**src/rtl/brhz_pkg.sv**
```systemverilog
package brhz_pkg;

  // decode-stage instruction class
  localparam logic [1:0] CLS_NONE = 2'b00;
  localparam logic [1:0] CLS_JUMP = 2'b01;
  localparam logic [1:0] CLS_COND = 2'b10;
  localparam logic [1:0] CLS_RSVD = 2'b11;

  // one-hot next-PC select
  localparam int         SEL_W    = 3;
  localparam logic [2:0] SEL_SEQ  = 3'b001;
  localparam logic [2:0] SEL_HOLD = 3'b010;
  localparam logic [2:0] SEL_TGT  = 3'b100;

  typedef struct packed {
    logic [SEL_W-1:0] sel;
    logic             hold;
    logic             squash;
  } fe_ctl_t;

  function automatic logic is_branch(input logic [1:0] c);
    return (c == CLS_JUMP) || (c == CLS_COND);
  endfunction

endpackage

```
**src/rtl/brhz_wait_timer.sv**
```systemverilog
module brhz_wait_timer
  import brhz_pkg::*;
#(
  parameter int JUMP_RES_STAGE = 2,
  parameter int COND_RES_STAGE = 3
) (
  input  logic       clk,
  input  logic       rst,
  input  logic [1:0] dec_class,
  output logic       resolve,
  output logic       hold_req,
  output logic [1:0] res_cls
);

  // hold cycles between acceptance and resolution
  localparam int WJ   = JUMP_RES_STAGE - 2;
  localparam int WC   = COND_RES_STAGE - 2;
  localparam int WMAX = (WJ > WC) ? WJ : WC;
  localparam int RW   = (WMAX > 1) ? $clog2(WMAX) : 1;

  generate
    if (WMAX == 0) begin : g_immediate
      // both classes resolve in the acceptance cycle: no pending state
      assign resolve  = is_branch(dec_class);
      assign hold_req = 1'b0;
      assign res_cls  = dec_class;
    end else begin : g_counted
      localparam logic [RW-1:0] RJ = (WJ > 0) ? RW'(WJ - 1) : '0;
      localparam logic [RW-1:0] RC = (WC > 0) ? RW'(WC - 1) : '0;
      localparam logic          JZ = (WJ == 0);
      localparam logic          CZ = (WC == 0);

      logic          busy_q;
      logic [RW-1:0] rem_q;
      logic [1:0]    cls_q;
      logic          accept;
      logic          acc_zero;
      logic [RW-1:0] acc_rem;

      always_comb begin
        accept   = !busy_q && is_branch(dec_class);
        acc_zero = (dec_class == CLS_JUMP) ? JZ : CZ;
        acc_rem  = (dec_class == CLS_JUMP) ? RJ : RC;
      end

      assign resolve  = (accept && acc_zero) || (busy_q && (rem_q == '0));
      assign hold_req = (accept && !acc_zero) || (busy_q && (rem_q != '0));
      assign res_cls  = busy_q ? cls_q : dec_class;

      always_ff @(posedge clk) begin
        if (rst) begin
          busy_q <= 1'b0;
          rem_q  <= '0;
          cls_q  <= CLS_NONE;
        end else if (accept && !acc_zero) begin
          busy_q <= 1'b1;
          rem_q  <= acc_rem;
          cls_q  <= dec_class;
        end else if (busy_q) begin
          if (rem_q == '0) begin
            busy_q <= 1'b0;
          end else begin
            rem_q <= rem_q - RW'(1);
          end
        end
      end

      // a pending branch with cycles left stays pending
      a_r7_pending_persists: assert property (@(posedge clk) disable iff (rst)
        (busy_q && (rem_q != '0)) |=> busy_q);

      // the latched class cannot be replaced while pending
      a_r7_class_kept: assert property (@(posedge clk) disable iff (rst)
        busy_q |=> (!busy_q || $stable(cls_q)));
    end
  endgenerate

endmodule

```
**src/rtl/brhz_redirect.sv**
```systemverilog
module brhz_redirect
  import brhz_pkg::*;
#(
  parameter int ADDR_W = 32
) (
  input  logic              clk,
  input  logic              rst,
  input  logic              resolve,
  input  logic              hold_req,
  input  logic [1:0]        res_cls,
  input  logic              res_taken,
  input  logic [ADDR_W-1:0] res_target,
  output logic [SEL_W-1:0]  pc_sel,
  output logic              fetch_hold,
  output logic              squash,
  output logic [ADDR_W-1:0] target_pc,
  output logic              bubble
);

  logic    redirect;
  fe_ctl_t ctl_d;
  fe_ctl_t ctl_q;

  always_comb begin
    redirect = resolve && ((res_cls == CLS_JUMP) || res_taken);
    bubble   = hold_req || redirect;
    if (redirect) begin
      ctl_d = '{sel: SEL_TGT, hold: 1'b0, squash: 1'b1};
    end else if (hold_req) begin
      ctl_d = '{sel: SEL_HOLD, hold: 1'b1, squash: 1'b0};
    end else begin
      ctl_d = '{sel: SEL_SEQ, hold: 1'b0, squash: 1'b0};
    end
  end

  always_ff @(posedge clk) begin
    if (rst) begin
      ctl_q     <= '{sel: SEL_SEQ, hold: 1'b0, squash: 1'b0};
      target_pc <= '0;
    end else begin
      ctl_q <= ctl_d;
      if (redirect) begin
        target_pc <= res_target;
      end
    end
  end

  assign pc_sel     = ctl_q.sel;
  assign fetch_hold = ctl_q.hold;
  assign squash     = ctl_q.squash;

  // exactly one select bit
  a_r2_sel_onehot: assert property (@(posedge clk) disable iff (rst)
    $countones(pc_sel) == 1);

  // sequential select carries neither hold nor squash
  a_r5_seq_clean: assert property (@(posedge clk) disable iff (rst)
    (pc_sel == SEL_SEQ) |-> (!squash && !fetch_hold));

endmodule

```
**src/rtl/brhz_sat_counter.sv**
```systemverilog
module brhz_sat_counter #(
  parameter int CNT_W = 32
) (
  input  logic             clk,
  input  logic             rst,
  input  logic             inc,
  output logic [CNT_W-1:0] cnt
);

  always_ff @(posedge clk) begin
    if (rst) begin
      cnt <= '0;
    end else if (inc && (cnt != '1)) begin
      cnt <= cnt + CNT_W'(1);
    end
  end

  // once full, the count stays full
  a_r9_saturated_holds: assert property (@(posedge clk) disable iff (rst)
    (cnt == '1) |=> (cnt == '1));

endmodule

```
**src/rtl/brhz_fetch_ctrl.sv**
```systemverilog
module brhz_fetch_ctrl
  import brhz_pkg::*;
#(
  parameter int ADDR_W         = 32,
  parameter int CNT_W          = 32,
  parameter int JUMP_RES_STAGE = 2,
  parameter int COND_RES_STAGE = 3
) (
  input  logic              clk,
  input  logic              rst,
  input  logic [1:0]        dec_class,
  input  logic              res_taken,
  input  logic [ADDR_W-1:0] res_target,
  output logic [2:0]        pc_sel,
  output logic              fetch_hold,
  output logic              squash,
  output logic [ADDR_W-1:0] target_pc,
  output logic [CNT_W-1:0]  bubble_cnt
);

  logic       resolve;
  logic       hold_req;
  logic [1:0] res_cls;
  logic       bubble;

  brhz_wait_timer #(
    .JUMP_RES_STAGE(JUMP_RES_STAGE),
    .COND_RES_STAGE(COND_RES_STAGE)
  ) u_timer (
    .clk      (clk),
    .rst      (rst),
    .dec_class(dec_class),
    .resolve  (resolve),
    .hold_req (hold_req),
    .res_cls  (res_cls)
  );

  brhz_redirect #(
    .ADDR_W(ADDR_W)
  ) u_redirect (
    .clk       (clk),
    .rst       (rst),
    .resolve   (resolve),
    .hold_req  (hold_req),
    .res_cls   (res_cls),
    .res_taken (res_taken),
    .res_target(res_target),
    .pc_sel    (pc_sel),
    .fetch_hold(fetch_hold),
    .squash    (squash),
    .target_pc (target_pc),
    .bubble    (bubble)
  );

  brhz_sat_counter #(
    .CNT_W(CNT_W)
  ) u_count (
    .clk(clk),
    .rst(rst),
    .inc(bubble),
    .cnt(bubble_cnt)
  );

  // the counter steps exactly with the visible bubble cycles
  a_r8_count_step: assert property (@(posedge clk) disable iff (rst)
    (bubble_cnt != '1) |=> (bubble_cnt == $past(bubble_cnt) + CNT_W'(fetch_hold || squash)));

  // hold flag agrees with the hold select
  a_r2_hold_matches: assert property (@(posedge clk) disable iff (rst)
    fetch_hold == (pc_sel == SEL_HOLD));

endmodule

```
**config.mk**
```make
export PLATFORM = sky130hd
export DESIGN_NAME = brhz_fetch_ctrl
export DESIGN_NICKNAME = d
export VERILOG_FILES = /design/src/rtl/brhz_pkg.sv /design/src/rtl/brhz_wait_timer.sv /design/src/rtl/brhz_redirect.sv /design/src/rtl/brhz_sat_counter.sv /design/src/rtl/brhz_fetch_ctrl.sv
export SDC_FILE = /design/constraint.sdc
export NUM_CORES = 1
export LEC_CHECK = 0
export BUFFER_PORTS_ARGS = -buffer_cell sky130_fd_sc_hd__buf_2
export CORE_MARGIN = 8
export CORE_UTILIZATION = 53
export DETAILED_ROUTE_END_ITERATION = 8
export PLACE_DENSITY = 0.82
export SETUP_SLACK_MARGIN = 0.2
export SLEW_MARGIN = 40
export SYNTH_ARGS = -nofsm -noshare
export SYNTH_HDL_FRONTEND = slang
export SYNTH_SLANG_ARGS = --single-unit
export TNS_END_PERCENT = 10
```
**constraint.sdc**
```tcl
create_clock -name clk -period 4.6 [get_ports clk]
set_clock_uncertainty 0.15 [all_clocks]
set_input_delay 0.23 -clock clk [delete_from_list [all_inputs] [get_ports clk]]
set_output_delay 0.23 -clock clk [all_outputs]
set_load 0.01 [all_outputs]
```
==> reports/qor.csv, run 1 <==
metric,value,unit
maximum net fanout on the critical path,22,
netlist area before placement,0.002938,sq mm
final setup fails,0,
clock latency reported for the late side of the worst-skew pair,0.34,ns
fraction of registers with async set/reset,0,%
biggest area contributors in the synthesized netlist,"sky130_fd_sc_hd__dfxtp_1 (48%), sky130_fd_sc_hd__nand2_1 (9.7%), sky130_fd_sc_hd__xor2_1 (6.9%)",
total number of placement rows,27,
worst slew pin tran,0.8016,ns
Final Wtd Congestion,0.8232,
Clock Path Buffers,2,
maximum operating frequency,373.0,MHz
"Slew Viols, Final",0,
cell count after synthesis,353,
endpoint of the worst hold path,u_timer.g_counted.cls_q[1]$_SDFFE_PP0P_,
Max rail drop VDD,238.1,uV
count of buffer and inverter cells on the critical path,0,
routed wire length,8442,microns
number of flip-flops and latches in the synthesized netlist,70,
minimum setup slack among reg-to-reg paths,1.92,ns
pwr/cell area,332.2,mW/mm^2
H-tree depth,3,
setup repair after global routing missed its margin,no,
cell-internal power,1005,uW
area share of the largest cell type after synthesis,47.70,%
number of non-filler instances in the completed layout,560,
minimum clock period,2.681,ns
clock transition at the registers of the reported paths,0.08,ns
number of DRC violations after detailed routing,0,
overall global routing resource usage,20.06,%
via count,2962,
I/O Buffers,105,
sum of net half-perimeters after detailed placement,5336,microns
total design power,1337,uW
Area growth syn-to-layout,37.05,%
boundary pin count,106,
drt pass-1 iters,4,
MaxCap Viol Count,0,
combinational power share,11.7,%
number of buffers added by the clock tree synthesis step,9,
CP max-delay cell,sky130_fd_sc_hd__or4_1,
effective utilization at floorplan,54.01,%
vias per inst,5.289,
n_diodes,0,
number of routed nets with antenna violations,0,
die width,90.45,microns
result of the run,"complete, no violations",
first-iteration detailed-routing DRC count,183,
total die area,0.008181,sq mm
maximum number of pins on one net before global-route repair,71,
Crit path largest cell delay,0.92,ns
relative contribution of sequential cells to total power,48.3,%
portion of total power attributed to the clock network,39.9,%
DR WL/cell,15.08,microns
Switch Pwr,332.9,uW
library cell occupying the most area in the post-synthesis netlist,sky130_fd_sc_hd__dfxtp_1,
leading cell types by count after synthesis,"sky130_fd_sc_hd__nand2_1 (76), sky130_fd_sc_hd__dfxtp_1 (70), sky130_fd_sc_hd__a21oi_1 (38), sky130_fd_sc_hd__nor2_1 (31), sky130_fd_sc_hd__xor2_1 (23)",
required time of the worst setup path,4.66,ns
number of placed cells counting well taps,512,
Die Height,90.45,microns
class of the tightest hold or removal check,input pin to register,
reg2reg start,u_count.cnt[17]$_SDFFE_PP0P_,
sequence of cells on the critical path,nand4_1 -> nand4bb_4 -> or4_1 -> nand3_1 -> xor2_1 -> nor2_1,
fraction of final layout cells with drive strength greater than 1,26.64,%
startpoint type of the worst setup path,register,
sequential-to-total area share from yosys stat,47.70,%
data arrival at the endpoint of the critical path,2.74,ns
Util after Layout,74.03,%
Hold Path Stages,3,
global-route congestion overflow total,0,
Crit Path Class,register to register,
end of the worst register-to-register path,u_count.cnt[17]$_SDFFE_PP0P_,
layout net count,523,
Final Hold Vio Count,0,
Unique masters post-synth,39,
post-synthesis area per instance,8.322,sq um
critical path endpoint category,register,
Min-Delay Startpoint,dec_class[1],
number of global-route vias before repair,2789,
launch point of the critical path,u_count.cnt[17]$_SDFFE_PP0P_,
number of antenna violations at the first check in global routing,0,
Setup Total Neg Slack,0,ns
synthesized netlist net count,393,
global-route wire length before repair,13560,microns
leakage power figure,0.001763,uW
"EDFF count, synth",0,
Yosys warnings,0,
filler instances,405,
switching fraction of total power,24.89,%
worst rel slew slack,46.35,%
library cell with the highest instance count after synthesis,sky130_fd_sc_hd__nand2_1,
share of the cycle needed by the critical path after routing,58.29,%
CTS root buffer,sky130_fd_sc_hd__clkbuf_8,
Sink Count,70,
Placeable Area,0.005439,sq mm
most frequently used flop master after synthesis,sky130_fd_sc_hd__dfxtp_1,
TritonCTS clock tree,built,
"delay-heaviest family, CP",simple AND/OR/NAND/NOR gates,
worst hold slack across all endpoints,0.03647,ns
reg2reg path depth,6,
==> registers in the layout (all words and copies together) (netlist names) <==
name,cells
u_count.cnt,32
u_redirect.target_pc,32
u_timer.g_counted.cls_q,2
u_redirect.fetch_hold,1
u_redirect.pc_sel,2
u_timer.g_counted.busy_q,1
==> routing by layer <==
metal  routed length, microns  track usage, %
met5                        0               0
met2                     4126           33.25
met3                      474           5.819
met4                      304           11.79
met1                     3537           22.42
==> area by class of cell <==
cell class	count	area, sq um	area share, %
multi-input combinational	261	1456	36.17
sequential	70	1401	34.80
timing repair buffer	138	853.3	21.19
clock buffer	10	127.6	3.170
tap	72	90.09	2.237
clock inverter	6	86.33	2.144
inverter	3	11.26	0.2797
==> stage by stage <==
stage | setup slack, ns | area [sq um]
floorplan | 2.198 | 2938
global placement | 1.937 | 3483
detailed placement | 1.874 | 3492
CTS | 1.930 | 4026
global route | 1.708 | 4026
finish | 1.919 | 4026
==> worst register-to-register path, delay by kind of cell (launching register included) <==
kind	cells	cell delay, ns
AND/OR/NAND/NOR	5	1.78
XOR/XNOR	1	0.17
flip-flops	1	0.44
==> worst max path at each step <==
stage                                   end  cells past startpoint
2_1_floorplan  u_count.cnt[24]$_SDFFE_PP0P_                      8
3_3_place_gp   u_count.cnt[24]$_SDFFE_PP0P_                      9
3_5_place_dp   u_count.cnt[19]$_SDFFE_PP0P_                      9
4_1_cts        u_count.cnt[17]$_SDFFE_PP0P_                      6
5_1_grt        u_count.cnt[21]$_SDFFE_PP0P_                      6
6_report       u_count.cnt[17]$_SDFFE_PP0P_                      6
==> cell usage in the layout, fill, tap and decap left out, types with 2 or more instances in the layout <==
cell type	count
sky130_fd_sc_hd__and4_1	3
sky130_fd_sc_hd__nor2b_1	4
sky130_fd_sc_hd__clkbuf_8	9
sky130_fd_sc_hd__ha_1	3
sky130_fd_sc_hd__dfxtp_1	70
sky130_fd_sc_hd__o21ai_0	5
sky130_fd_sc_hd__and3_1	4
sky130_fd_sc_hd__nand4_1	15
sky130_fd_sc_hd__nor3_1	6
sky130_fd_sc_hd__xnor2_1	2
sky130_fd_sc_hd__nand3_1	19
sky130_fd_sc_hd__nor4_1	4
sky130_fd_sc_hd__dlygate4sd3_1	32
sky130_fd_sc_hd__clkinv_2	2
sky130_fd_sc_hd__and2_1	2
sky130_fd_sc_hd__nor2_1	31
sky130_fd_sc_hd__nand2b_1	2
sky130_fd_sc_hd__bufinv_16	2
sky130_fd_sc_hd__buf_2	105
sky130_fd_sc_hd__or4_1	2
sky130_fd_sc_hd__nand2_1	76
sky130_fd_sc_hd__xor2_1	23
sky130_fd_sc_hd__a21oi_1	38
sky130_fd_sc_hd__a211oi_1	2
sky130_fd_sc_hd__inv_1	3
sky130_fd_sc_hd__mux2i_1	2
sky130_fd_sc_hd__or3_1	4
==> logic make-up (layout without fill, tap and decap cells) <==
family,Yosys count,in the layout,share of synthesized area [%]
and+or+nand+nor,178,178,29.13
DFF,70,70,47.70
AOI/OAI and AO/OA,53,53,10.60
xor gates and xnor gates,25,25,7.453
buffers and inverters,22,157,3.151
adders and majority gates,3,3,1.278
muxes,2,2,0.6815
==> power groups by stage <==
stage | Combinational, uW | Clock [uW] | Sequential [uW]
after global routing | 172 | 572 | 649
final | 157 | 534 | 646
after CTS | 155 | 544 | 645
after detailed placement | 134 | 0 | 659
after floorplan | 67.7 | 0 | 670
after global placement | 130 | 0 | 659
==> timing repair <==
action | 4_1_cts | 5_1_grt
hold buffers | 32 | 0
gates resized for setup | 0 | 0
buffers inserted | 0 | 0
endpoints found under the hold margin | 32 | 0
(Power assumes the default switching activity.)
==> inputs of run 2 (changes only) <==
CORE_UTILIZATION = 44   (was 53)
PLACE_DENSITY = 0.72   (was 0.82)
clock period = 2.45 ns   (was 4.6 ns; I/O delays follow)
==> run 2 against run 1 <==
Net effect:
- sequential power rose by 87%
- critical path depth increased by 1
- largest cell class unchanged
- hold slack better by 0.048 ns
- combinational power up 110%
- sequential cell count is the same
- power rose by 76%
==> reports/qor.csv, run 2 (synthesized netlist as in run 1, its figures left out) <==
metric,value,unit,change
result of the run,"complete, no violations",,unchanged
number of non-filler instances in the completed layout,599,,was 560
Final Hold Vio Count,0,,unchanged
worst hold slack across all endpoints,0.08460,ns,was 0.03647 ns
Sink Count,70,,unchanged
pwr/cell area,549.4,mW/mm^2,was 332.2 mW/mm^2
MaxCap Viol Count,0,,unchanged
met3 WL post-DR,394,microns,was 474 microns
reg2reg path depth,7,,was 6
fraction of final layout cells with drive strength greater than 1,33.78,%,was 26.64%
Clock Path Buffers,2,,unchanged
largest registers,"u_count.cnt (32), u_redirect.target_pc (32)",,unchanged
maximum net fanout on the critical path,17,,was 22
data arrival at the endpoint of the critical path,2.26,ns,was 2.74 ns
Max rail drop VDD,320.3,uV,was 238.1 uV
H-tree depth,3,,unchanged
final setup fails,0,,unchanged
filler instances,532,,was 405
total design power,2351,uW,was 1337 uW
CTS root buffer,sky130_fd_sc_hd__clkbuf_8,,unchanged
die width,97.71,microns,was 90.45 microns
endpoint of the worst hold path,u_timer.g_counted.busy_q$_SDFF_PP0_,,was u_timer.g_counted.cls_q[1]$_SDFFE_PP0P_
maximum operating frequency,458.1,MHz,was 373.0 MHz
launch point of the critical path,u_count.cnt[31]$_SDFFE_PP0P_,,was u_count.cnt[17]$_SDFFE_PP0P_
Die Height,97.71,microns,was 90.45 microns
vias per inst,5.078,,was 5.289
Min-Delay Startpoint,dec_class[1],,unchanged
number of antenna violations at the first check in global routing,1,,was 0
sum of net half-perimeters after detailed placement,5990,microns,was 5336 microns
maximum number of pins on one net before global-route repair,34,,was 71
relative contribution of sequential cells to total power,51.4,%,was 48.3%
via count,3042,,"was 2,962"
global-route wire length before repair,14150,microns,"was 13,560 microns"
clock latency reported for the late side of the worst-skew pair,0.34,ns,about the same
portion of total power attributed to the clock network,34.8,%,was 39.9%
required time of the worst setup path,2.53,ns,was 4.66 ns
worst rel slew slack,72.48,%,was 46.35%
minimum setup slack among reg-to-reg paths,0.27,ns,was 1.92 ns
Switch Pwr,648.1,uW,was 332.9 uW
end of the worst register-to-register path,u_count.cnt[12]$_SDFFE_PP0P_,,was u_count.cnt[17]$_SDFFE_PP0P_
worst slew pin tran,0.4096,ns,was 0.8016 ns
critical path endpoint category,register,,unchanged
"Slew Viols, Final",0,,unchanged
leakage power figure,0.001917,uW,was 0.001763 uW
combinational power share,13.8,%,was 11.7%
startpoint type of the worst setup path,register,,unchanged
global-route congestion overflow total,0,,unchanged
number of routed nets with antenna violations,0,,unchanged
wire length on met1,3828,microns,was 3537 microns
I/O Buffers,105,,unchanged
Setup Total Neg Slack,0,ns,unchanged
number of placed cells counting well taps,543,,was 512
"most common cell after layout, fill and taps aside",sky130_fd_sc_hd__buf_2,,unchanged
Area growth syn-to-layout,45.66,%,was 37.05%
total die area,0.009547,sq mm,was 0.008181 sq mm
"top library cells by usage in the layout, fill and taps aside","sky130_fd_sc_hd__buf_2 (105), sky130_fd_sc_hd__nand2_1 (76), sky130_fd_sc_hd__dfxtp_1 (59), sky130_fd_sc_hd__a21oi_1 (38), sky130_fd_sc_hd__dlygate4sd3_1 (35)",,"was sky130_fd_sc_hd__buf_2 (105), sky130_fd_sc_hd__nand2_1 (76), sky130_fd_sc_hd__dfxtp_1 (70), sky130_fd_sc_hd__a21oi_1 (38), sky130_fd_sc_hd__dlygate4sd3_1 (32)"
boundary pin count,106,,unchanged
clock transition at the registers of the reported paths,0.08,ns,about the same
Crit Path Class,register to register,,unchanged
multi-input combinational cell area,0.001466,sq mm,was 0.001456 sq mm
layout net count,556,,was 523
TritonCTS clock tree,built,,unchanged
switching fraction of total power,27.57,%,was 24.89%
first-iteration detailed-routing DRC count,139,,was 183
routed wire length on met2,4293,microns,was 4126 microns
reg2reg start,u_count.cnt[31]$_SDFFE_PP0P_,,was u_count.cnt[17]$_SDFFE_PP0P_
class of the tightest hold or removal check,input pin to register,,unchanged
Hold Path Stages,4,,was 3
setup repair after global routing missed its margin,yes,,was no
overall global routing resource usage,18.07,%,was 20.06%
number of DRC violations after detailed routing,0,,unchanged
minimum clock period,2.183,ns,was 2.681 ns
DR WL/cell,14.65,microns,was 15.08 microns
effective utilization at floorplan,45.74,%,was 54.01%
total number of placement rows,29,,was 27
highest metal layer with signal wires,met4,,unchanged
Final Wtd Congestion,0.8256,,was 0.8232
routed wire length,8775,microns,was 8442 microns
number of buffers added by the clock tree synthesis step,9,,unchanged
flip-flop and latch area,0.001415,sq mm,was 0.001401 sq mm
cell-internal power,1703,uW,was 1005 uW
Placeable Area,0.006422,sq mm,was 0.005439 sq mm
Util after Layout,66.63,%,was 74.03%
drt pass-1 iters,4,,unchanged
number of global-route vias before repair,2908,,"was 2,789"
share of the cycle needed by the critical path after routing,89.10,%,was 58.29%
==> run 2: worst max-delay path by stage <==
stage	end	cells past startpoint
finish	u_count.cnt[12]$_SDFFE_PP0P_	7
global route	u_count.cnt[12]$_SDFFE_PP0P_	7
CTS	u_count.cnt[19]$_SDFFE_PP0P_	7
detailed placement	u_count.cnt[24]$_SDFFE_PP0P_	9
global placement	u_count.cnt[24]$_SDFFE_PP0P_	9
floorplan	u_count.cnt[24]$_SDFFE_PP0P_	8
==> run 2: critical path: stages (launching register included) <==
cell and delay (ns):
sky130_fd_sc_hd__dfxtp_1 0.39, sky130_fd_sc_hd__and4_4 0.28, sky130_fd_sc_hd__nand4bb_4 0.11, sky130_fd_sc_hd__or4_1 0.58
sky130_fd_sc_hd__buf_6 0.19, sky130_fd_sc_hd__nand4_1 0.14, sky130_fd_sc_hd__xor2_1 0.19, sky130_fd_sc_hd__nor2_1 0.05
==> run 2: what timing repair did <==
| action | in CTS | in global routing |
|---|---|---|
| hold endpoints to repair | 41 | 0 |
| resized for setup | 0 | 20 |
| buffers inserted | 0 | 4 |
| hold buffers | 35 | 0 |
| endpoints found under the setup margin | 2 | 27 |
| pin swaps | 1 | 6 |
==> run 2: area by class of cell <==
class                           count  share of cell area, %
Clock inverter                      7                  1.111
Tap cell                           77                  2.251
Antenna cell                        1                0.05848
Clock buffer                        9                  2.895
Sequential cell                    70                  33.07
Timing Repair Buffer              171                  26.08
Multi-Input combinational cell    261                  34.27
Inverter                            3                 0.2632
==> run 2: power by group through the flow <==
stage	combinational [uW]	clock [uW]	sequential, uW
floorplan	127	0	1260
global placement	272	0	1230
detailed placement	279	0	1230
CTS	324	843	1210
global route	359	892	1210
finish	324	819	1210
==> run 2: per-layer routing <==
layer	vias up	GRT usage (%)
met5	-	0
met4	0	10.31
met3	22	4.728
met2	80	29.94
met1	1412	20.64
li1	1528	-
==> run 2: through the flow <==
step	instance area (sq um)	setup WS (ns)
2_1_floorplan	2938	0.2086
3_3_place_gp	3685	0.1225
3_5_place_dp	3685	0.1014
4_1_cts	4207	0.1781
5_1_grt	4279	0.1358
6_report	4279	0.2670
